### src/rtl/pdm_mic_pkg.sv
package pdm_mic_pkg;

  typedef enum logic [1:0] {
    PWR_SLEEP  = 2'd0,
    PWR_SETTLE = 2'd1,
    PWR_RUN    = 2'd2
  } pwr_state_e;

  function automatic int unsigned div_ceil(input int unsigned num, input int unsigned den);
    return (num + den - 1) / den;
  endfunction

endpackage

### src/rtl/pdm_sync.sv
// Multi-stage synchronizer for a group of asynchronous single-bit inputs.
module pdm_sync #(
  parameter int unsigned W      = 1,
  parameter int unsigned STAGES = 2
) (
  input  logic         clk_i,
  input  logic         rst_ni,
  input  logic [W-1:0] d_i,
  output logic [W-1:0] q_o
);

  logic [STAGES-1:0][W-1:0] stage_q;

  always_ff @(posedge clk_i or negedge rst_ni) begin
    if (!rst_ni) begin
      stage_q <= '0;
    end else begin
      stage_q[0] <= d_i;
      for (int i = 1; i < STAGES; i++) begin
        stage_q[i] <= stage_q[i-1];
      end
    end
  end

  assign q_o = stage_q[STAGES-1];

endmodule

### src/rtl/pdm_rate_det.sv
// Measures the microphone clock period in system cycles and decides
// awake/asleep with a hysteresis band between two period limits.
module pdm_rate_det #(
  parameter int unsigned WAKE_PERIOD  = 166,
  parameter int unsigned SLEEP_PERIOD = 715,
  parameter int unsigned WAKE_QUAL    = 2
) (
  input  logic clk_i,
  input  logic rst_ni,
  input  logic rise_i,
  output logic active_o,
  output logic slow_o
);

  localparam int unsigned CNT_W = $clog2(SLEEP_PERIOD + 1);

  logic [CNT_W-1:0] gap_q, gap_d;
  logic             active_q, active_d;
  logic             fast_edge;
  logic             wake_hit;

  // Gap counter: 1 in the cycle after a rising edge, saturates at the sleep limit.
  always_comb begin
    gap_d = gap_q;
    if (rise_i) begin
      gap_d = CNT_W'(1);
    end else if (gap_q < CNT_W'(SLEEP_PERIOD)) begin
      gap_d = gap_q + CNT_W'(1);
    end
  end

  assign slow_o    = (gap_q >= CNT_W'(SLEEP_PERIOD));
  assign fast_edge = rise_i && (gap_q <= CNT_W'(WAKE_PERIOD));

  generate
    if (WAKE_QUAL > 1) begin : g_qual
      localparam int unsigned QUAL_W = (WAKE_QUAL > 2) ? $clog2(WAKE_QUAL) : 1;
      logic [QUAL_W-1:0] qual_q, qual_d;

      always_comb begin
        qual_d = qual_q;
        if (slow_o || (rise_i && !fast_edge)) begin
          qual_d = '0;
        end else if (fast_edge && (qual_q != QUAL_W'(WAKE_QUAL - 1))) begin
          qual_d = qual_q + QUAL_W'(1);
        end
      end

      always_ff @(posedge clk_i or negedge rst_ni) begin
        if (!rst_ni) begin
          qual_q <= '0;
        end else begin
          qual_q <= qual_d;
        end
      end

      assign wake_hit = fast_edge && (qual_q == QUAL_W'(WAKE_QUAL - 1));
    end else begin : g_noqual
      assign wake_hit = fast_edge;
    end
  endgenerate

  always_comb begin
    active_d = active_q;
    if (slow_o) begin
      active_d = 1'b0;
    end else if (wake_hit) begin
      active_d = 1'b1;
    end
  end

  always_ff @(posedge clk_i or negedge rst_ni) begin
    if (!rst_ni) begin
      gap_q    <= CNT_W'(SLEEP_PERIOD);
      active_q <= 1'b0;
    end else begin
      gap_q    <= gap_d;
      active_q <= active_d;
    end
  end

  assign active_o = active_q;

endmodule

### src/rtl/pdm_pwr_ctl.sv
// Sleep / settle / run sequencing and strap capture.
module pdm_pwr_ctl
  import pdm_mic_pkg::*;
#(
  parameter int unsigned SETTLE_MCLK = 840
) (
  input  logic       clk_i,
  input  logic       rst_ni,
  input  logic       active_i,
  input  logic       rise_i,
  input  logic       sel_sync_i,
  output pwr_state_e state_o,
  output logic       run_o,
  output logic       sel_o
);

  localparam int unsigned ST_W = (SETTLE_MCLK > 1) ? $clog2(SETTLE_MCLK) : 1;

  pwr_state_e      state_q, state_d;
  logic [ST_W-1:0] settle_q, settle_d;
  logic            sel_q;
  logic            sel_en;

  always_comb begin
    state_d  = state_q;
    settle_d = settle_q;
    unique case (state_q)
      PWR_SLEEP: begin
        settle_d = '0;
        if (active_i) begin
          state_d = PWR_SETTLE;
        end
      end
      PWR_SETTLE: begin
        if (!active_i) begin
          state_d = PWR_SLEEP;
        end else if (rise_i) begin
          if (settle_q == ST_W'(SETTLE_MCLK - 1)) begin
            state_d = PWR_RUN;
          end else begin
            settle_d = settle_q + ST_W'(1);
          end
        end
      end
      PWR_RUN: begin
        if (!active_i) begin
          state_d = PWR_SLEEP;
        end
      end
      default: begin
        state_d = PWR_SLEEP;
      end
    endcase
  end

  always_ff @(posedge clk_i or negedge rst_ni) begin
    if (!rst_ni) begin
      state_q  <= PWR_SLEEP;
      settle_q <= '0;
    end else begin
      state_q  <= state_d;
      settle_q <= settle_d;
    end
  end

  // Strap captured only while asleep.
  assign sel_en = (state_q == PWR_SLEEP);

  always_ff @(posedge clk_i or negedge rst_ni) begin
    if (!rst_ni) begin
      sel_q <= 1'b0;
    end else if (sel_en) begin
      sel_q <= sel_sync_i;
    end
  end

  assign state_o = state_q;
  assign run_o   = (state_q == PWR_RUN);
  assign sel_o   = sel_q;

endmodule

### src/rtl/pdm_drive.sv
// Opens and closes the data drive window on the edges the strap selects.
module pdm_drive (
  input  logic clk_i,
  input  logic rst_ni,
  input  logic run_i,
  input  logic sel_i,
  input  logic rise_i,
  input  logic fall_i,
  input  logic bit_i,
  output logic data_o,
  output logic oe_o
);

  logic oe_q, oe_d;
  logic data_q, data_d;
  logic open_edge, close_edge;

  assign open_edge  = sel_i ? rise_i : fall_i;
  assign close_edge = sel_i ? fall_i : rise_i;

  always_comb begin
    oe_d   = oe_q;
    data_d = data_q;
    if (!run_i) begin
      oe_d = 1'b0;
    end else if (open_edge) begin
      oe_d   = 1'b1;
      data_d = bit_i;
    end else if (close_edge) begin
      oe_d = 1'b0;
    end
  end

  always_ff @(posedge clk_i or negedge rst_ni) begin
    if (!rst_ni) begin
      oe_q   <= 1'b0;
      data_q <= 1'b0;
    end else begin
      oe_q   <= oe_d;
      data_q <= data_d;
    end
  end

  assign oe_o   = oe_q;
  assign data_o = data_q;

endmodule

### src/rtl/pdm_mic_if.sv
module pdm_mic_if
  import pdm_mic_pkg::*;
#(
  parameter int unsigned SYS_HZ      = 50_000_000,
  parameter int unsigned WAKE_HZ     = 300_000,
  parameter int unsigned SLEEP_HZ    = 70_000,
  parameter int unsigned WAKE_QUAL   = 2,
  parameter int unsigned SETTLE_MCLK = 840,
  parameter int unsigned SYNC_STAGES = 2
) (
  input  logic clk_i,
  input  logic rst_ni,
  input  logic mic_clk_i,
  input  logic edge_sel_i,
  input  logic mod_bit_i,
  output logic pdm_data_o,
  output logic pdm_oe_o
);

  localparam int unsigned WAKE_PERIOD  = SYS_HZ / WAKE_HZ;
  localparam int unsigned SLEEP_PERIOD = div_ceil(SYS_HZ, SLEEP_HZ);

  logic       rst_meta_q, rst_q;
  logic [2:0] sync_q;
  logic       mclk_s, bit_s, sel_s;
  logic       mclk_d_q;
  logic       rise, fall;
  logic       active, slow;
  logic       run, sel_lat;
  pwr_state_e pwr_state;

  // Reset asserted asynchronously, released on the clock.
  always_ff @(posedge clk_i or negedge rst_ni) begin
    if (!rst_ni) begin
      rst_meta_q <= 1'b0;
      rst_q      <= 1'b0;
    end else begin
      rst_meta_q <= 1'b1;
      rst_q      <= rst_meta_q;
    end
  end

  // Clock and data synchronized together so the bit stays aligned with its edge.
  pdm_sync #(.W(3), .STAGES(SYNC_STAGES)) u_sync (
    .clk_i (clk_i),
    .rst_ni(rst_q),
    .d_i   ({edge_sel_i, mod_bit_i, mic_clk_i}),
    .q_o   (sync_q)
  );

  assign {sel_s, bit_s, mclk_s} = sync_q;

  always_ff @(posedge clk_i or negedge rst_q) begin
    if (!rst_q) begin
      mclk_d_q <= 1'b0;
    end else begin
      mclk_d_q <= mclk_s;
    end
  end

  assign rise = mclk_s & ~mclk_d_q;
  assign fall = ~mclk_s & mclk_d_q;

  pdm_rate_det #(
    .WAKE_PERIOD (WAKE_PERIOD),
    .SLEEP_PERIOD(SLEEP_PERIOD),
    .WAKE_QUAL   (WAKE_QUAL)
  ) u_rate (
    .clk_i   (clk_i),
    .rst_ni  (rst_q),
    .rise_i  (rise),
    .active_o(active),
    .slow_o  (slow)
  );

  pdm_pwr_ctl #(.SETTLE_MCLK(SETTLE_MCLK)) u_pwr (
    .clk_i     (clk_i),
    .rst_ni    (rst_q),
    .active_i  (active),
    .rise_i    (rise),
    .sel_sync_i(sel_s),
    .state_o   (pwr_state),
    .run_o     (run),
    .sel_o     (sel_lat)
  );

  pdm_drive u_drive (
    .clk_i (clk_i),
    .rst_ni(rst_q),
    .run_i (run),
    .sel_i (sel_lat),
    .rise_i(rise),
    .fall_i(fall),
    .bit_i (bit_s),
    .data_o(pdm_data_o),
    .oe_o  (pdm_oe_o)
  );

endmodule

### config.mk
export PLATFORM = sky130hd
export DESIGN_NAME = pdm_mic_if
export DESIGN_NICKNAME = d
export VERILOG_FILES = /design/src/rtl/pdm_mic_pkg.sv /design/src/rtl/pdm_sync.sv /design/src/rtl/pdm_rate_det.sv /design/src/rtl/pdm_pwr_ctl.sv /design/src/rtl/pdm_drive.sv /design/src/rtl/pdm_mic_if.sv
export SDC_FILE = /design/constraint.sdc
export NUM_CORES = 1
export LEC_CHECK = 0
export BUFFER_PORTS_ARGS = -buffer_cell sky130_fd_sc_hd__buf_2
export CORE_UTILIZATION = 54
export CTS_CLUSTER_DIAMETER = 80
export DETAILED_ROUTE_END_ITERATION = 10
export HOLD_SLACK_MARGIN = 0.03
export PLACE_DENSITY_LB_ADDON = 0.15
export SLEW_MARGIN = 10
export SYNTH_ARGS = -nofsm -noshare
export SYNTH_HDL_FRONTEND = slang
export SYNTH_SLANG_ARGS = --single-unit
export TNS_END_PERCENT = 1
### constraint.sdc
create_clock -name clk_i -period 1.05 [get_ports clk_i]
set_input_delay 0.1575 -clock clk_i [delete_from_list [all_inputs] [get_ports clk_i]]
set_output_delay 0.1575 -clock clk_i [all_outputs]
set_load 0.05 [all_outputs]
# ---- Yosys cells after proc, flatten, opt, wreduce, memory -nomap -nowiden
# Index checks and enable logic that the tools add are counted.
dict set report totals {
  reg_bits 36
  input_bits 5
  out_inout_bits 2
}
dict set report classes {
  addsub 3
  n_lt_le_gt_ge 3
  eq_ne 11
  muxes 21
  n_bitwise 5
  reduce_logical 14
}
# cell count
set op_table {}
lappend op_table {{$mux W10} 5}
lappend op_table {{$add A10 B1 Y10 const B} 2}
lappend op_table {{$pmux W10 S2} 1}
lappend op_table {{$eq A10 B10 Y1 const B} 1}
lappend op_table {{$ge A10 B10 Y1 const B} 1}
lappend op_table {{$le A10 B8 Y1 const B} 1}
lappend op_table {{$lt A10 B10 Y1 const B} 1}
lappend op_table {{$mux W2} 5}
lappend op_table {{$mux W1} 9}
lappend op_table {{$ne A3 B3 Y1 const B} 3}
lappend op_table {{$reduce_and A4 Y1} 2}
lappend op_table {{$reduce_bool A2 Y1} 4}
lappend op_table {{$ne A2 B2 Y1 const B} 3}
lappend op_table {{$pmux W2 S3} 1}
lappend op_table {{$logic_and A1 B1 Y1} 4}
lappend op_table {{$ne A2 B1 Y1 const B} 2}
lappend op_table {{$not A1 Y1} 3}
lappend op_table {{$and A1 B1 Y1} 2}
lappend op_table {{$eq A2 B1 Y1 const B} 1}
lappend op_table {{$eq A2 B2 Y1 const B} 1}
lappend op_table {{$logic_not A2 Y1} 1}
lappend op_table {{$reduce_and A2 Y1} 1}
lappend op_table {{$add A1 B1 Y1 const B} 1}
lappend op_table {{$logic_not A1 Y1} 1}
lappend op_table {{$logic_or A1 B1 Y1} 1}

# ---- Longest topological paths before layout
# Gate-level depths: netlist of run 1.
dict set report depth {
  word_depth 7
  mapped_depth 7
  depth_no_buf 6
}

# ---- Cells and area by module
# A second synthesis of run 1 with hierarchy kept.
dict set report unflattened {
  cells_unflattened 166
  hier_area_um2 1799.2
}
# module instances cells_each area_each_um2 seq_area_each_um2
set by_module_without_submodules {}
lappend by_module_without_submodules {pdm_pwr_ctl 1 71 752.0 325.3}
lappend by_module_without_submodules {pdm_rate_det 1 72 679.4 307.8}
lappend by_module_without_submodules {pdm_sync 1 9 172.7 150.1}
lappend by_module_without_submodules {pdm_drive 1 8 101.3 50.0}
lappend by_module_without_submodules {pdm_mic_if 1 6 93.8 75.1}

# ---- Worst setup path before layout of run 1
# No wires, ideal clock.
dict set report synth_timing {
  path_kind {reg-to-reg}
  start {register u_pwr.settle_q[0]}
  end {register u_pwr.settle_q[5]}
  setup_ns 0.132
  t_arrival_ns 1.514
  required_time_ns 0.918
  slack_ns -0.596
  stages_incl_launch_ff 8
  path_buffers 1
  synth_period_minus_slack_ns 1.646
  cell_sequence {dfrtp_1 -> ha_1 -> and2_1 -> and4_1 -> buf_2 -> a211oi_1 -> xnor2_1 -> nor2_1}
}
dict set report synth_via {
  elab_chain_cells 5
  elab_cells_between_ends 8
  cone_classes {add/sub (1); eq/ne (2); mux (4); reduce/logical (1)}
}
# element line_no
set synth_lines {}
lappend synth_lines {{from (decl)} pdm_pwr_ctl.sv:20} ;# logic [ST_W-1:0] settle_q, settle_d;
lappend synth_lines {{from (signal assigned)} pdm_pwr_ctl.sv:62} ;# settle_q <= settle_d;
lappend synth_lines {{$add A10 B1 Y10} pdm_pwr_ctl.sv:41} ;# settle_d = settle_q + ST_W'(1);
lappend synth_lines {{$mux W10} pdm_pwr_ctl.sv:38} ;# if (settle_q == ST_W'(SETTLE_MCLK - 1)) begin
lappend synth_lines {{$mux W10} pdm_pwr_ctl.sv:37} ;# end else if (rise_i) begin
lappend synth_lines {{$mux W10} pdm_pwr_ctl.sv:35} ;# if (!active_i) begin
lappend synth_lines {{$pmux W10 S2} pdm_pwr_ctl.sv:27} ;# unique case (state_q)
# Parallel ways exist; a longest one is shown, timed or not. The select of a mux whose other input is x is not followed.
# A chain may end at the register's enable or synchronous reset.

# ---- Final worst setup path of run 1
dict set report layout_timing {
  start {register u_pwr.settle_q[4]}
  end {register u_pwr.settle_q[2]}
}
dict set report layout_via {
  elab_chain_cells 3
}
# element line_no
set layout_lines {}
lappend layout_lines {{$eq A10 B10 Y1} pdm_pwr_ctl.sv:38}
lappend layout_lines {{$ne A2 B2 Y1 (no line)} --}
lappend layout_lines {{$reduce_and A4 Y1 (no line)} --}
# No other way between the ends.

==> flow_metrics.env, run 1 <==
export IMPL_period_share_pct=160
export IMPL_crit_path_max_fanout=3
export IMPL_synth_top_cells_by_area="dfrtp_1 44%, dfstp_2 9.3%, xor2_1 5.2%, nor2_1 4.4%, nand2_1 2.7%"
export IMPL_cap_violations=0
export IMPL_drv_slew=0
export IMPL_finalNetCount=225
export IMPL_hold_worst_slack_ns=0.108
export IMPL_drt_iter0_drc=61
export IMPL_insertion_delay_ns=0.34
export IMPL_slowest_delay_ns=0.40
export IMPL_numCtsBuffers=5
export IMPL_dr_pass1_iters=4
export IMPL_finalHoldViolCount=0
export IMPL_initial_core_util_pct=59.3
export IMPL_crit_required_ns=1.29
export IMPL_path_cells="nor4bb_2, nand4_1, o211ai_1, xor2_1, nor2_1"
export IMPL_ir_drop_v=0.00124
export IMPL_rsz0062_at_grt="yes"
export IMPL_synth_top_area_share_pct=44.4
export IMPL_violations="setup timing"
export IMPL_layout_common_cells="45 x buf_4, 29 x dfrtp_1, 19 x nor2_1"
export IMPL_synth_seq_cells=36
export IMPL_yosys_most_used_dff="dfrtp_1"
export IMPL_num_rows=19
export IMPL_dp_cells=232
export IMPL_slowest_stage="dfrtp_1"
export IMPL_layout_commonest_cell="buf_4"
export IMPL_syn_area_um2=1690
export IMPL_drive_gt1_share_pct=45.0
export IMPL_syn_nets=165
export IMPL_htree_num_levels=2
export IMPL_port_buffers=6
export IMPL_fill_cells=164
export IMPL_place_area_um2=2090
export IMPL_place_gp_congestion=0.916
export IMPL_setup_tns_ns=-11.54
export IMPL_power_mw=3.50
export IMPL_coreArea_um2=2850
export IMPL_utilization_pct=82.0
export IMPL_synth_edf_count=0
export IMPL_outcome="complete, but fails checks"
export IMPL_cts_tree="yes"
export IMPL_cts_root_buffer="clkbuf_4"
export IMPL_ys_seq_area_share_pct=53.7
export IMPL_postSynthCellCount=157
export IMPL_grt_pass1_wl_um=7120
export IMPL_grt_use_total_pct=29.1
export IMPL_ys_warn_count=0
export IMPL_wl_per_cell_um=17.3
export IMPL_pre_cts_ws_ns=-0.608
export IMPL_first_global_vias=1507
export IMPL_power_leakage_nw=1.07
export IMPL_reg2reg_from="u_pwr.settle_q[4]$_DFFE_PN0P_"
export IMPL_avgSynthCellArea_um2=10.8
export IMPL_dieArea_um2=3360
export IMPL_drc=0
export IMPL_setup_worst_path_start_class="flop"
export IMPL_yosys_cell_types_count=48
export IMPL_synth_area_leader_cell="dfrtp_1"
export IMPL_fp_dieW_um=58.0
export IMPL_stdcell_count=249
export IMPL_worst_slack_ns=-0.630
export IMPL_finalCriticalPeriod_ns=1.68
export IMPL_io_pins=7
export IMPL_num_vias=1458
export IMPL_end_kind="flop"
export IMPL_cp_startpoint="u_pwr.settle_q[4]$_DFFE_PN0P_"
export IMPL_clockBufferDepth=2
export IMPL_grt_max_degree=24
export IMPL_ant_nets=0
export IMPL_multiInputGateArea_um2=878
export IMPL_viasPerCell=5.86
export IMPL_routed_wl_um=4300
export IMPL_antenna_cells=0
export IMPL_grt_ovfl_total=0
export IMPL_arrival_ns=1.92
export IMPL_path_clk_slew_ns=0.11
export IMPL_clkSinkCount=36
export IMPL_synthToLayoutAreaGrowth_pct=38.3
export IMPL_hp_class="in -> async"
export IMPL_clock_skew_ns=0.00821
export IMPL_async_reset_ff_share_pct=100
export IMPL_fin_area_um2=2340
export IMPL_antenna_found_initial=0
export IMPL_clock_fmax_mhz=595
export IMPL_finalSetupViolCount=28
export IMPL_die_height_um=58.0
export IMPL_dp_hpwl_um=2670
export IMPL_ff_latch_area_um2=910
export IMPL_path_class="reg -> reg"
export IMPL_p_per_area_nw_per_um2=1500
power by group:
| part | internal (mW) | total, mW | leakage (nW) | switching [mW] |
|---|---|---|---|---|
| clock network | 0.261 | 0.704 | 0.0293 | 0.443 |
| logic | 0.556 | 1.05 | 0.606 | 0.498 |
| registers | 1.59 | 1.74 | 0.436 | 0.151 |
kinds of logic after synthesis:
family / after synthesis / synth area share [%]
flip-flops: 36 / 53.7
AND/OR/NAND/NOR: 66 / 20.4
other: 1 / 0.222
XOR/XNOR: 15 / 7.77
AO/OA/AOI/OAI: 26 / 11.9
buffers and inverters: 8 / 2.44
adder cells (fa/ha/maj): 3 / 2.22
multiplexers: 2 / 1.26
cells in the mapped netlist (2+ instances only):
library cell and n:
nand3_1 4, o21ai_0 3, a211oi_1 4, nor2b_1 4
nand2b_1 2, nor2_1 20, nand2_1 12, o21ai_2 2
nor3_1 2, or3_1 2, and2_1 2, and3_1 3
ha_1 3, dfrtp_1 30, xnor2_1 5, buf_2 3
inv_1 2, xor2_1 10, dfstp_2 6, nand4_1 7
clkbuf_1 2, a21oi_1 2, o21a_1 2
routing by layer:
layer / GRT usage [%] / part of all wire [%] / wire [µm] / up-vias
li1: - / - / - / 687
met1: 32.3 / 38 / 1640 / 713
met2: 52.4 / 54 / 2340 / 44
met3: 7.37 / 4.2 / 180 / 14
met4: 12.9 / 3.2 / 136 / 0
met5: 0 / 0 / 0 / -
path summary, 6_finish.rpt:
kind,to,slack (ns),cells past startpoint
min in group clk_i,rst_q$_DFF_PN0_,0.36,0
max reg2reg,u_pwr.settle_q[2]$_DFFE_PN0P_,-0.63,5
max,u_pwr.settle_q[2]$_DFFE_PN0P_,-0.63,5
min reg2reg,u_sync.stage_q[2]$_DFF_PN0_,0.19,1
max in group asynchronous,u_rate.gap_q[3]$_DFFE_PN1P_,0.51,1
min,rst_meta_q$_DFF_PN0_,0.11,2
flip-flops by register name, indices dropped and copies added, names as in the netlist:
signal / count
u_pwr.settle_q: 10
u_rate.gap_q: 10
u_sync.q_o: 3
u_sync.stage_q: 3
u_pwr.state_o: 2
mclk_d_q: 1
rst_meta_q: 1
rst_q: 1
u_drive.data_o: 1
u_drive.oe_o: 1
u_pwr.sel_o: 1
u_rate.active_o: 1
u_rate.g_qual.qual_q: 1
repair_timing:
action / 4_1_cts / 5_1_grt
endpoints found under the hold margin: 5 / 0
cloned: 1 / 0
pin swaps: 11 / 10
hold buffers: 4 / 0
gates resized for setup: 15 / 11
setup buffers: 2 / 2
endpoints found under the setup margin: 28 / 29
worst max-delay path: cells and delay by family (launching register included):
family | cells | cell delay (ns)
xor+xnor | 1 | 0.18
simple gates | 3 | 0.65
compound gates | 1 | 0.35
flops | 1 | 0.40
final cells by class:
| cell class | instances | area share (%) |
|---|---|---|
| flip-flops and latches | 36 | 38.9 |
| clock buffers | 7 | 1.93 |
| inverters | 2 | 0.321 |
| well taps | 31 | 1.66 |
| clock inverters | 1 | 0.214 |
| repair buffers | 58 | 19.4 |
| multi-input cells | 114 | 37.6 |
No activity file was read; power rests on OpenSTA's default activity.
==> run 2, diff against run 1 <==
--- a/config.mk
+++ b/config.mk
@@ -11,6 +11,7 @@
 export DETAILED_ROUTE_END_ITERATION = 10
 export HOLD_SLACK_MARGIN = 0.03
 export PLACE_DENSITY_LB_ADDON = 0.15
+export SETUP_SLACK_MARGIN = 0.4
 export SLEW_MARGIN = 10
 export SYNTH_ARGS = -nofsm -noshare
 export SYNTH_HDL_FRONTEND = slang
==> run 2 against run 1 <==
The run still ends with setup timing left. Sequential power is essentially flat. Total power is essentially flat. Clock power is essentially flat. Register-to-register slack is essentially flat. Maximum frequency is essentially flat. Wire length shrank 0.30%. Largest cell class unchanged.
==> flow_metrics.env, run 2 (same netlist as run 1, synthesis figures left out) <==
export IMPL_path_cells="nor4bb_2, nand4_1, o211ai_1, xor2_1, nor2_1"
export IMPL_outcome="complete, but fails checks"
export IMPL_crit_path_max_fanout=3
export IMPL_clockBufferDepth=2
export IMPL_drive_gt1_share_pct=45.0
export IMPL_drt_iter0_drc=57
export IMPL_antenna_cells=0
export IMPL_drv_slew=0
export IMPL_violations="setup timing"
export IMPL_met2_usage_pct=52.4
export IMPL_utilization_pct=82.1
export IMPL_rsz0062_at_grt="yes"
export IMPL_viasPerCell=5.84
export IMPL_place_gp_congestion=0.916
export IMPL_layout_common_cells="44 x buf_4, 29 x dfrtp_1, 19 x nor2_1"
export IMPL_layout_commonest_cell="buf_4"
export IMPL_clock_skew_ns=0.00827
export IMPL_reg2reg_from="u_pwr.settle_q[4]$_DFFE_PN0P_"
export IMPL_cts_tree="yes"
export IMPL_cts_root_buffer="clkbuf_4"
export IMPL_die_height_um=58.0
export IMPL_dp_hpwl_um=2670
export IMPL_htree_num_levels=2
export IMPL_clkSinkCount=36
export IMPL_dr_pass1_iters=4
export IMPL_ir_drop_v=0.00124
export IMPL_power_leakage_nw=1.07
export IMPL_numCtsBuffers=5
export IMPL_num_vias=1453
export IMPL_num_rows=19
export IMPL_path_clk_slew_ns=0.11
export IMPL_slowest_stage="dfrtp_1"
export IMPL_port_buffers=6
export IMPL_insertion_delay_ns=0.34
export IMPL_finalSetupViolCount=28
export IMPL_antenna_found_initial=0
export IMPL_fp_dieW_um=58.0
export IMPL_grt_pass1_wl_um=7120
export IMPL_dieArea_um2=3360
export IMPL_wl_per_cell_um=17.2
export IMPL_slowest_delay_ns=0.40
export IMPL_arrival_ns=1.92
export IMPL_first_global_vias=1507
export IMPL_drc=0
export IMPL_met1_usage_pct=32.3
export IMPL_finalCriticalPeriod_ns=1.68
export IMPL_crit_required_ns=1.29
export IMPL_end_kind="flop"
export IMPL_synthToLayoutAreaGrowth_pct=38.6
export IMPL_hold_worst_slack_ns=0.108
export IMPL_path_class="reg -> reg"
export IMPL_p_per_area_nw_per_um2=1490
export IMPL_period_share_pct=160
export IMPL_ant_nets=0
export IMPL_io_pins=7
export IMPL_routed_wl_um=4280
export IMPL_grt_max_degree=24
export IMPL_power_mw=3.50
export IMPL_rrSetupSlack_ns=-0.63
export IMPL_busiest_layer="met2"
export IMPL_grt_ovfl_total=0
export IMPL_initial_core_util_pct=59.3
export IMPL_finalHoldViolCount=0
export IMPL_fill_cells=162
export IMPL_setup_worst_path_start_class="flop"
export IMPL_worst_slack_ns=-0.629
export IMPL_ff2ff_path_depth=5
export IMPL_r2r_end="u_pwr.settle_q[2]$_DFFE_PN0P_"
export IMPL_grtUsageMet3_pct=7.37
export IMPL_finalNetCount=225
export IMPL_pre_cts_ws_ns=-0.608
export IMPL_grt_use_total_pct=29.1
export IMPL_cap_violations=0
export IMPL_hp_class="in -> async"
export IMPL_coreArea_um2=2850
export IMPL_largest_registers="u_pwr.settle_q x10, u_rate.gap_q x10"
export IMPL_clock_fmax_mhz=596
## run 2: cell count changes in the layout (fill, tap and decap cells not counted)
cell / change
buf_4: -1
buf_6: +1
## run 2: what timing repair did
item                                   4_1_cts  5_1_grt
hold buffers                                 4        0
buffers inserted                             2        2
endpoints found under the hold margin        5        0
gates resized for setup                     15       12
gates cloned                                 1        0
pin swaps                                   11       10
setup endpoints to repair                   30       30
## run 2: routing by layer
metal	part of all wire (%)	routed length (µm)	vias to the layer above
met5	0	0	-
met1	38	1620	710
met4	3.2	136	0
li1	-	-	687
met3	4.3	185	14
met2	55	2340	42
## run 2: area by class of cell
class | count | area, µm² | share of cell area (%)
multi-input cells | 114 | 878 | 37.5
inverters | 2 | 7.51 | 0.321
well taps | 31 | 38.8 | 1.66
clock inverters | 1 | 5.00 | 0.214
flip-flops and latches | 36 | 910 | 38.8
repair buffers | 58 | 458 | 19.6
clock buffers | 7 | 45.0 | 1.92
## run 2: worst max path at each step
stage                                              from                            end  slack, ns  depth (start not counted)
final                     u_pwr.settle_q[4]$_DFFE_PN0P_  u_pwr.settle_q[2]$_DFFE_PN0P_      -0.63                          5
after global placement    u_pwr.settle_q[4]$_DFFE_PN0P_  u_pwr.settle_q[0]$_DFFE_PN0P_      -0.52                          4
after detailed placement  u_pwr.settle_q[4]$_DFFE_PN0P_  u_pwr.settle_q[0]$_DFFE_PN0P_      -0.61                          4
after floorplan             u_rate.gap_q[4]$_DFFE_PN0P_    u_rate.gap_q[5]$_DFFE_PN0P_      -0.47                          6
after CTS                 u_pwr.settle_q[0]$_DFFE_PN0P_  u_pwr.settle_q[8]$_DFFE_PN0P_      -0.51                          6
after global routing      u_pwr.settle_q[4]$_DFFE_PN0P_  u_pwr.settle_q[2]$_DFFE_PN0P_      -0.67                          5
## run 2: power by group
part / total, mW / switching [mW] / internal [mW]
clock network: 0.704 / 0.443 / 0.261
registers: 1.74 / 0.151 / 1.59
logic: 1.05 / 0.495 / 0.557
total: 3.50 / 1.09 / 2.41
## run 2: through the flow
stage | TNS [ns] | instance area, µm² | std cells
after global placement | -10.59 | 2090 | 232
after floorplan | -9.52 | 1730 | 157
after global routing | -12.79 | 2340 | 249
after CTS | -10.30 | 2280 | 247
final | -11.49 | 2340 | 249
after detailed placement | -11.68 | 2090 | 232
## run 2: worst max-delay path: cells and delay by family (launching register included)
kind / cells / cell delay [ns]
compound gates: 1 / 0.35
flops: 1 / 0.40
simple gates: 3 / 0.65
xor+xnor: 1 / 0.18
